File: src/rtl/strap_cfg_pkg.sv
`timescale 1ns/1ps
package strap_cfg_pkg;

    // Width of the strap bus and of the extension index
    localparam int STRAP_W = 8;
    localparam int IDX_W   = 8;

    // Field positions that the decoded outputs depend on
    localparam int BUS_LSB  = 0;
    localparam int BUS_W    = 2;
    localparam int XCVR_BIT = 3;
    localparam int DBL_BIT  = 4;

    // Host bus type codes
    typedef enum logic [BUS_W-1:0] {
        HBUS_PI    = 2'b00,
        HBUS_MC    = 2'b01,
        HBUS_LOCAL = 2'b10,
        HBUS_ISA   = 2'b11
    } host_bus_e;

    // Capture sequencer states
    typedef enum logic [1:0] {
        CAP_RESET  = 2'b00,
        CAP_DECODE = 2'b01,
        CAP_RUN    = 2'b10
    } cap_state_e;

endpackage

File: src/rtl/strap_capture_fsm.sv
`timescale 1ns/1ps
module strap_capture_fsm
    import strap_cfg_pkg::*;
(
    input  logic       clk,
    input  logic       sys_reset,
    output cap_state_e state,
    output logic       pullup_en,
    output logic       cap_en,
    output logic       dec_en
);

    cap_state_e state_nxt;

    // State register: reset forces the waiting state immediately
    always_ff @(posedge clk or posedge sys_reset) begin
        if (sys_reset) begin
            state <= CAP_RESET;
        end else begin
            state <= state_nxt;
        end
    end

    // Transitions
    always_comb begin
        state_nxt = state;
        unique case (state)
            CAP_RESET:  state_nxt = CAP_DECODE;
            CAP_DECODE: state_nxt = CAP_RUN;
            CAP_RUN:    state_nxt = CAP_RUN;
            default:    state_nxt = CAP_RESET;
        endcase
    end

    // Outputs
    always_comb begin
        pullup_en = 1'b0;
        cap_en    = 1'b0;
        dec_en    = 1'b0;
        unique case (state)
            CAP_RESET: begin
                pullup_en = 1'b1;
                cap_en    = ~sys_reset;
            end
            CAP_DECODE: begin
                dec_en    = 1'b1;
            end
            CAP_RUN: begin
                pullup_en = 1'b0;
            end
            default: begin
                pullup_en = 1'b1;
            end
        endcase
    end

endmodule

File: src/rtl/strap_decode.sv
`timescale 1ns/1ps
module strap_decode
    import strap_cfg_pkg::*;
#(
    parameter int CODE_W = BUS_W
) (
    input  logic                  clk,
    input  logic                  dec_en,
    input  logic [CODE_W-1:0]     bus_bits,
    input  logic                  xcvr_bit,
    input  logic                  dbl_bit,
    output logic [CODE_W-1:0]     bus_code,
    output logic [(1<<CODE_W)-1:0] bus_sel,
    output logic                  pin_vdd_mode,
    output logic                  dbl_bypass
);

    localparam int NUM_BUS = 1 << CODE_W;

    // Decoded values load once per reset and then hold; no constant reset
    always_ff @(posedge clk) begin
        if (dec_en) begin
            bus_code     <= bus_bits;
            pin_vdd_mode <= xcvr_bit;
            dbl_bypass   <= dbl_bit;
        end
    end

    // One-hot bus type select
    for (genvar g = 0; g < NUM_BUS; g++) begin : g_bus_sel
        assign bus_sel[g] = (bus_code == CODE_W'(g));
    end

endmodule

File: src/rtl/xreg_readback.sv
`timescale 1ns/1ps
module xreg_readback
    import strap_cfg_pkg::*;
#(
    parameter int             DATA_W   = STRAP_W,
    parameter int             INDEX_W  = IDX_W,
    parameter logic [IDX_W-1:0] MY_INDEX = 8'h01
) (
    input  logic               clk,
    input  logic               sys_reset,
    input  logic [INDEX_W-1:0] xr_index,
    input  logic               xr_rd,
    input  logic [DATA_W-1:0]  cfg,
    output logic [DATA_W-1:0]  rdata,
    output logic               hit
);

    logic sel_rd;
    assign sel_rd = xr_rd && (xr_index == INDEX_W'(MY_INDEX));

    always_ff @(posedge clk or posedge sys_reset) begin
        if (sys_reset) begin
            hit   <= 1'b0;
            rdata <= '0;
        end else if (sel_rd) begin
            hit   <= 1'b1;
            rdata <= cfg;
        end else begin
            hit   <= 1'b0;
            rdata <= '0;
        end
    end

endmodule

File: src/rtl/strap_cfg_latch.sv
`timescale 1ns/1ps
module strap_cfg_latch
    import strap_cfg_pkg::*;
#(
    parameter int               SW        = STRAP_W,
    parameter int               XW        = IDX_W,
    parameter logic [IDX_W-1:0] CFG_INDEX = 8'h01
) (
    input  logic          clk,
    input  logic          sys_reset,
    input  logic [SW-1:0] strap_in,
    output logic          strap_pullup_en,
    input  logic [XW-1:0] xr_index,
    input  logic          xr_rd,
    input  logic          xr_wr,
    input  logic [SW-1:0] xr_wdata,
    output logic [SW-1:0] xr_rdata,
    output logic          xr_hit,
    output logic [1:0]    host_bus_code,
    output logic [3:0]    host_bus_sel,
    output logic          pin_vdd_mode,
    output logic          clk_dbl_bypass
);

    localparam int NUM_BUS = 1 << BUS_W;

    cap_state_e    cap_state;
    logic          cap_en;
    logic          dec_en;
    logic [SW-1:0] cfg_q;

    strap_capture_fsm u_fsm (
        .clk       (clk),
        .sys_reset (sys_reset),
        .state     (cap_state),
        .pullup_en (strap_pullup_en),
        .cap_en    (cap_en),
        .dec_en    (dec_en)
    );

    // Configuration register: loads only at the capture edge
    always_ff @(posedge clk) begin
        if (cap_en) begin
            cfg_q <= strap_in;
        end
    end

    logic [BUS_W-1:0]   bus_code_w;
    logic [NUM_BUS-1:0] bus_sel_w;

    strap_decode #(.CODE_W(BUS_W)) u_dec (
        .clk          (clk),
        .dec_en       (dec_en),
        .bus_bits     (cfg_q[BUS_LSB +: BUS_W]),
        .xcvr_bit     (cfg_q[XCVR_BIT]),
        .dbl_bit      (cfg_q[DBL_BIT]),
        .bus_code     (bus_code_w),
        .bus_sel      (bus_sel_w),
        .pin_vdd_mode (pin_vdd_mode),
        .dbl_bypass   (clk_dbl_bypass)
    );

    assign host_bus_code = bus_code_w;
    assign host_bus_sel  = bus_sel_w;

    xreg_readback #(.DATA_W(SW), .INDEX_W(XW), .MY_INDEX(CFG_INDEX)) u_rb (
        .clk       (clk),
        .sys_reset (sys_reset),
        .xr_index  (xr_index),
        .xr_rd     (xr_rd),
        .cfg       (cfg_q),
        .rdata     (xr_rdata),
        .hit       (xr_hit)
    );

endmodule

File: config.mk
export PLATFORM = sky130hd
export DESIGN_NAME = strap_cfg_latch
export DESIGN_NICKNAME = d
export VERILOG_FILES = /design/src/rtl/strap_cfg_pkg.sv /design/src/rtl/strap_capture_fsm.sv /design/src/rtl/strap_decode.sv /design/src/rtl/xreg_readback.sv /design/src/rtl/strap_cfg_latch.sv
export SDC_FILE = /design/constraint.sdc
export NUM_CORES = 1
export LEC_CHECK = 0
export BUFFER_PORTS_ARGS = -buffer_cell sky130_fd_sc_hd__buf_4
export CORE_MARGIN = 1.5
export CORE_UTILIZATION = 47
export CTS_CLUSTER_SIZE = 40
export DETAILED_ROUTE_END_ITERATION = 8
export MAX_ROUTING_LAYER = met4
export PLACE_DENSITY = 0.88
export SLEW_MARGIN = 20
export SYNTH_ARGS = -nofsm -noshare
export SYNTH_HDL_FRONTEND = slang
export SYNTH_HIERARCHICAL = 1
export SYNTH_SLANG_ARGS = --single-unit
File: constraint.sdc
create_clock -name clk -period 2.14 [get_ports clk]
set_input_delay 0.107 -clock clk [delete_from_list [all_inputs] [get_ports clk]]
set_output_delay 0.107 -clock clk [all_outputs]
set_load 0.005 [all_outputs]
-- Word-level counts from Yosys, hierarchy flattened
Cells that the tools add are included.
- bits of input ports: 28
- bits in registers: 23
- word-level logic and storage cells: 24
- RAM bits: 0
- latch bits: 0
- output and inout port bits: 18
- memories kept: 0
- ROM bits: 0
- reduce and logical (&&, ||, !) cells: 4
- div/mod/pow operators: 0
- add/subtract/negate cells: 0
- bitwise operators: 1
- multiply operators: 0
- equality and inequality tests: 6
- shift operators: 0
- $lt $le $gt $ge: 0
- multiplexer cells: 6
- operators by type and width (operator ; number):
    8-bit by 1-bit == test with 1-bit output (second input constant) ; 1
    8-bit two-way mux ; 1
    2-bit == test (second input constant) ; 3
    2-bit by 1-bit == test with 1-bit output (second input constant) ; 2
    2-bit zero test ; 2
    1-bit two-way mux ; 4
    2-bit case mux with 2 select lines ; 1
    2-bit OR reduction ; 1
    1-bit logical AND ; 1
    1-bit inverter ; 1

-- Logic depth before layout (Yosys ltp)
- depth after elaboration: 3
- gate-level depth with buffers: 3
- depth with buffers taken out: 3

-- By module
The synthesis kept the hierarchy.
- by module, submodules not included (module ; sequential area each (µm²) ; cells an instance ; times used ; area each (µm²)):
    xreg_readback ; 225.2 ; 33 ; 1 ; 436.7
    strap_cfg_latch ; 240.2 ; 8 ; 1 ; 240.2
    strap_decode ; 120.1 ; 8 ; 1 ; 146.4
    strap_capture_fsm ; 50.0 ; 9 ; 1 ; 96.3

-- Worst setup path before layout
Ideal clock, no wire load.
- path kind: reg-to-reg
- start: reg u_fsm.state[0]
- end: reg cfg_q[0] (enable)
- path slack: 0.789 ns
- data required time: 1.767 ns
- buffers on the path: 0
- arrival time: 0.978 ns
- clock period less this slack: 1.351 ns
- stages on the path, launching flop included: 4
- library setup time: 0.373 ns
- cells stage by stage: dfrtp_1 -> inv_1 -> ha_1 -> nor2b_1
- cells in the longest elaborated chain, start to end: 2
- ends and longest elaborated chain (what ; line ; text):
    start, declared ; strap_capture_fsm.sv:7 ; output cap_state_e state,
    start signal, assigned ; strap_capture_fsm.sv:20 ; state <= state_nxt;
    2-bit zero test ; strap_capture_fsm.sv:40 ; unique case (state)
    1-bit two-way mux ; strap_capture_fsm.sv:40 ;
    net cap_en ; strap_cfg_latch.sv:28 ; logic cap_en;
    end signal, assigned ; strap_cfg_latch.sv:44 ; cfg_q <= strap_in;
    end, declared ; strap_cfg_latch.sv:30 ; logic [SW-1:0] cfg_q;
The timed path passes the listed nets, and every way through them passes these cells.
A chain may end at the register's enable or synchronous reset.

-- Worst setup path in the final report
- start: reg u_fsm.state[0]
- end: reg cfg_q[3] (enable)
Same word-level chain as after synthesis.

==> metrics.md <==
| Metric | Value |
|---|---|
| Outcome | `finished clean` |
| Clk root buf | `clkbuf_4` |
| Ports | `46` |
| Leak | `0.0005825 uW` |
| Max Clock Freq | `665.3 MHz` |
| Layout cell share with drive strength beyond 1 | `0.5000` |
| Total grt overflow | `0` |
| Initial antenna violation count | `0` |
| Final Critical Period | `1503 ps` |
| Die Area | `2231 um2` |
| Final Max Slew Viols | `0` |
| Post-DP HPWL | `1.110 mm` |
| Initial Util | `0.5158` |
| Reg2reg start | `u_fsm/state[0]` |
| Worst Path Arrival | `1450 ps` |
| CP Launch Point | `u_fsm/state[0]` |
| Crit Path Max Fanout | `8` |
| Die height | `47.24 um` |
| Placed cell areas | `1202 um2` |
| Layout area overhead | `43.40%` |
| Antenna diode count | `0` |
| Post-synthesis cell count | `58` |
| FF-to-FF path depth | `3` |
| Fin area | `1319 um2` |
| Max clock buf depth | `2` |
| Post-synthesis sequential area ratio | `0.6912` |
| Final nets | `135` |
| Drt first pass iters | `2` |
| RSZ-0062 raised after global routing | `no` |
| Syn_area_per_cell | `15.86 um2` |
| Fin. Hold Viols | `0` |
| Power density cells | `543.0 nW/um2` |
| Post-route setup TNS | `0 ps` |
| Routed vias/inst | `4.512` |
| Max IR drop VDD | `0.5388 mV` |
| Hold Crit Class | `in -> reg` |
| Synthesized flop and latch total | `23` |
| Port buffer count | `36` |
| Clk_skew | `2.020 ps` |
| Core Area | `1783 um2` |
| Rel. slew slack | `0.5652` |
| Mapped Nets | `88` |
| Final core utilization | `0.7396` |
| Final Setup Violations | `0` |
| Drt drc | `0` |
| Cell Count, Final, Fillers Out | `129` |
| Largest net degree at the start of global routing | `13` |
| All-Layer GR Usage | `0.1488` |
| Sequential Power Share | `0.649` |
| Via count | `582` |
| CTS buffer count | `3` |
| Clock Latency Late Sink | `290 ps` |
| Combinational power share | `0.086` |
| Netlist Area Pre-Place | `919.6 um2` |
| First DRT Iteration DRCs | `1` |
| H-tree depth | `1` |
| Synth cell types | `14` |
| Num rows | `15` |
| Die width | `47.24 um` |
| Hold Crit Start | `xr_index[5]` |
| Dpl cells | `116` |
| Critical path start-end classification | `reg -> reg` |
| WL final | `1.480 mm` |
| Post-CTS setup repair buffer count | `0` |
| WL per Instance | `11.47 um` |
| GP Congestion | `0.6477` |
| # fillers | `116` |
| Yosys warnings | `6` |
| Worst Max-Slew Pin Slew | `650.8 ps` |
| Commonest non-fill, non-tap cells in the layout | `buf_4 (36), edfxtp_1 (12), dfrtp_1 (11)` |
| Final critical-path share of the clock period | `0.7024` |
| CTS tree | `yes` |
| Switching power | `141.5 uW` |
| Most common cell after layout, fill and taps aside | `buf_4` |
| Vias in the first global route | `514` |
| Hold depth | `2` |
| Maxcap violations | `0` |
| Clock transition at path regs | `120 ps` |
| CTS Sinks | `23` |
| CP endpoint kind | `register` |
| Global-route wire length before repair | `2.125 mm` |
| CP Launch Type | `register` |
| Sw Ratio | `0.1977` |
| Int Pwr | `574.5 uW` |
| Clk pwr share | `0.265` |
| Final ANT Viol Nets | `0` |
| Critical Path RT | `2080 ps` |
==> final timing paths <==
check,to,slack [ps]
max in group asynchronous,u_rb/rdata[4],1590
min in group asynchronous,u_fsm/state[1],220
setup / recovery,cfg_q[3],640
hold / removal,u_rb/hit,4
hold reg to reg,u_dec/bus_code[0],480
setup reg to reg,cfg_q[3],640
==> synth_stat cells <==
cell / n / area share
edfxtp_1: 12 / 0.39
dfrtp_1: 11 / 0.30
nand2b_1: 9 / 0.061
nor4_2: 9 / 0.12
inv_1: 5 / 0.020
clkbuf_1: 2 / 0.0082
ha_1: 2 / 0.027
nor2b_1: 2 / 0.014
and2_2: 1 / 0.0082
and2b_2: 1 / 0.0095
buf_6: 1 / 0.012
nor2_1: 1 / 0.0041
or2_2: 1 / 0.0068
or4b_4: 1 / 0.015
==> metrics by stage <==
step	setup slack, ps	hold slack (ps)	power (uW)
3_3_place_gp	702.1	-12.51	520.5
5_1_grt	536.2	2.506	746.1
4_1_cts	617.3	8.296	716.1
3_5_place_dp	633.5	-8.856	522.0
6_report	636.8	4.460	716.1
2_1_floorplan	789.2	-151.8	494.8
==> metal layers <==
layer  wire (um)  share of wire  up-vias  global-route usage
li1            -              -      291                   -
met2         866           0.59       24              0.2919
met1         544           0.37      265              0.1350
met5           0              0        -                   -
met3          57          0.039        2             0.02308
met4          12         0.0081        0             0.06667
==> sequential cells by signal, summed over array words and instances, names as in the netlist <==
signal	flops
cfg_q	8
u_rb/rdata	8
u_dec/pin_vdd_mode	1
u_rb/hit	1
u_dec/bus_code	2
u_fsm/state	2
u_dec/dbl_bypass	1
==> kinds of logic (layout without fill, tap and decap cells) <==
kind of cell | after synthesis | count (layout) | synth area share
adders and majority gates | 2 | 2 | 0.02721
DFF | 23 | 23 | 0.6912
and+or+nand+nor | 25 | 25 | 0.2408
buffers and inverters | 8 | 54 | 0.04082
==> power by group through the flow <==
stage	Sequential [uW]	Clock [uW]	Combinational (uW)
2_1_floorplan	474	0	20.6
3_3_place_gp	474	0	46.4
3_5_place_dp	474	0	47.9
4_1_cts	465	191	60.8
5_1_grt	465	215	65.8
6_report	465	190	61.6
==> worst max-delay path, stage by stage, from the launching register on <==
cell and delay (ps):
dfrtp_1 400, inv_1 60, ha_1 150, nor2b_1 540
==> area by class of cell <==
type                    instances  area [um2]  share of cell area
repair buffers                 45       360.3              0.2732
clock buffers                   4       26.28             0.01992
multi-input cells              27       246.5              0.1869
inverters                       5       18.77             0.01423
flip-flops and latches         23       635.6              0.4820
well taps                      25       31.28             0.02372
==> timing repair <==
item,in CTS,in global routing
hold buffers,9,0
hold endpoints to repair,19,0
resized for setup,0,0
Power figures use the tool's default switching activity.
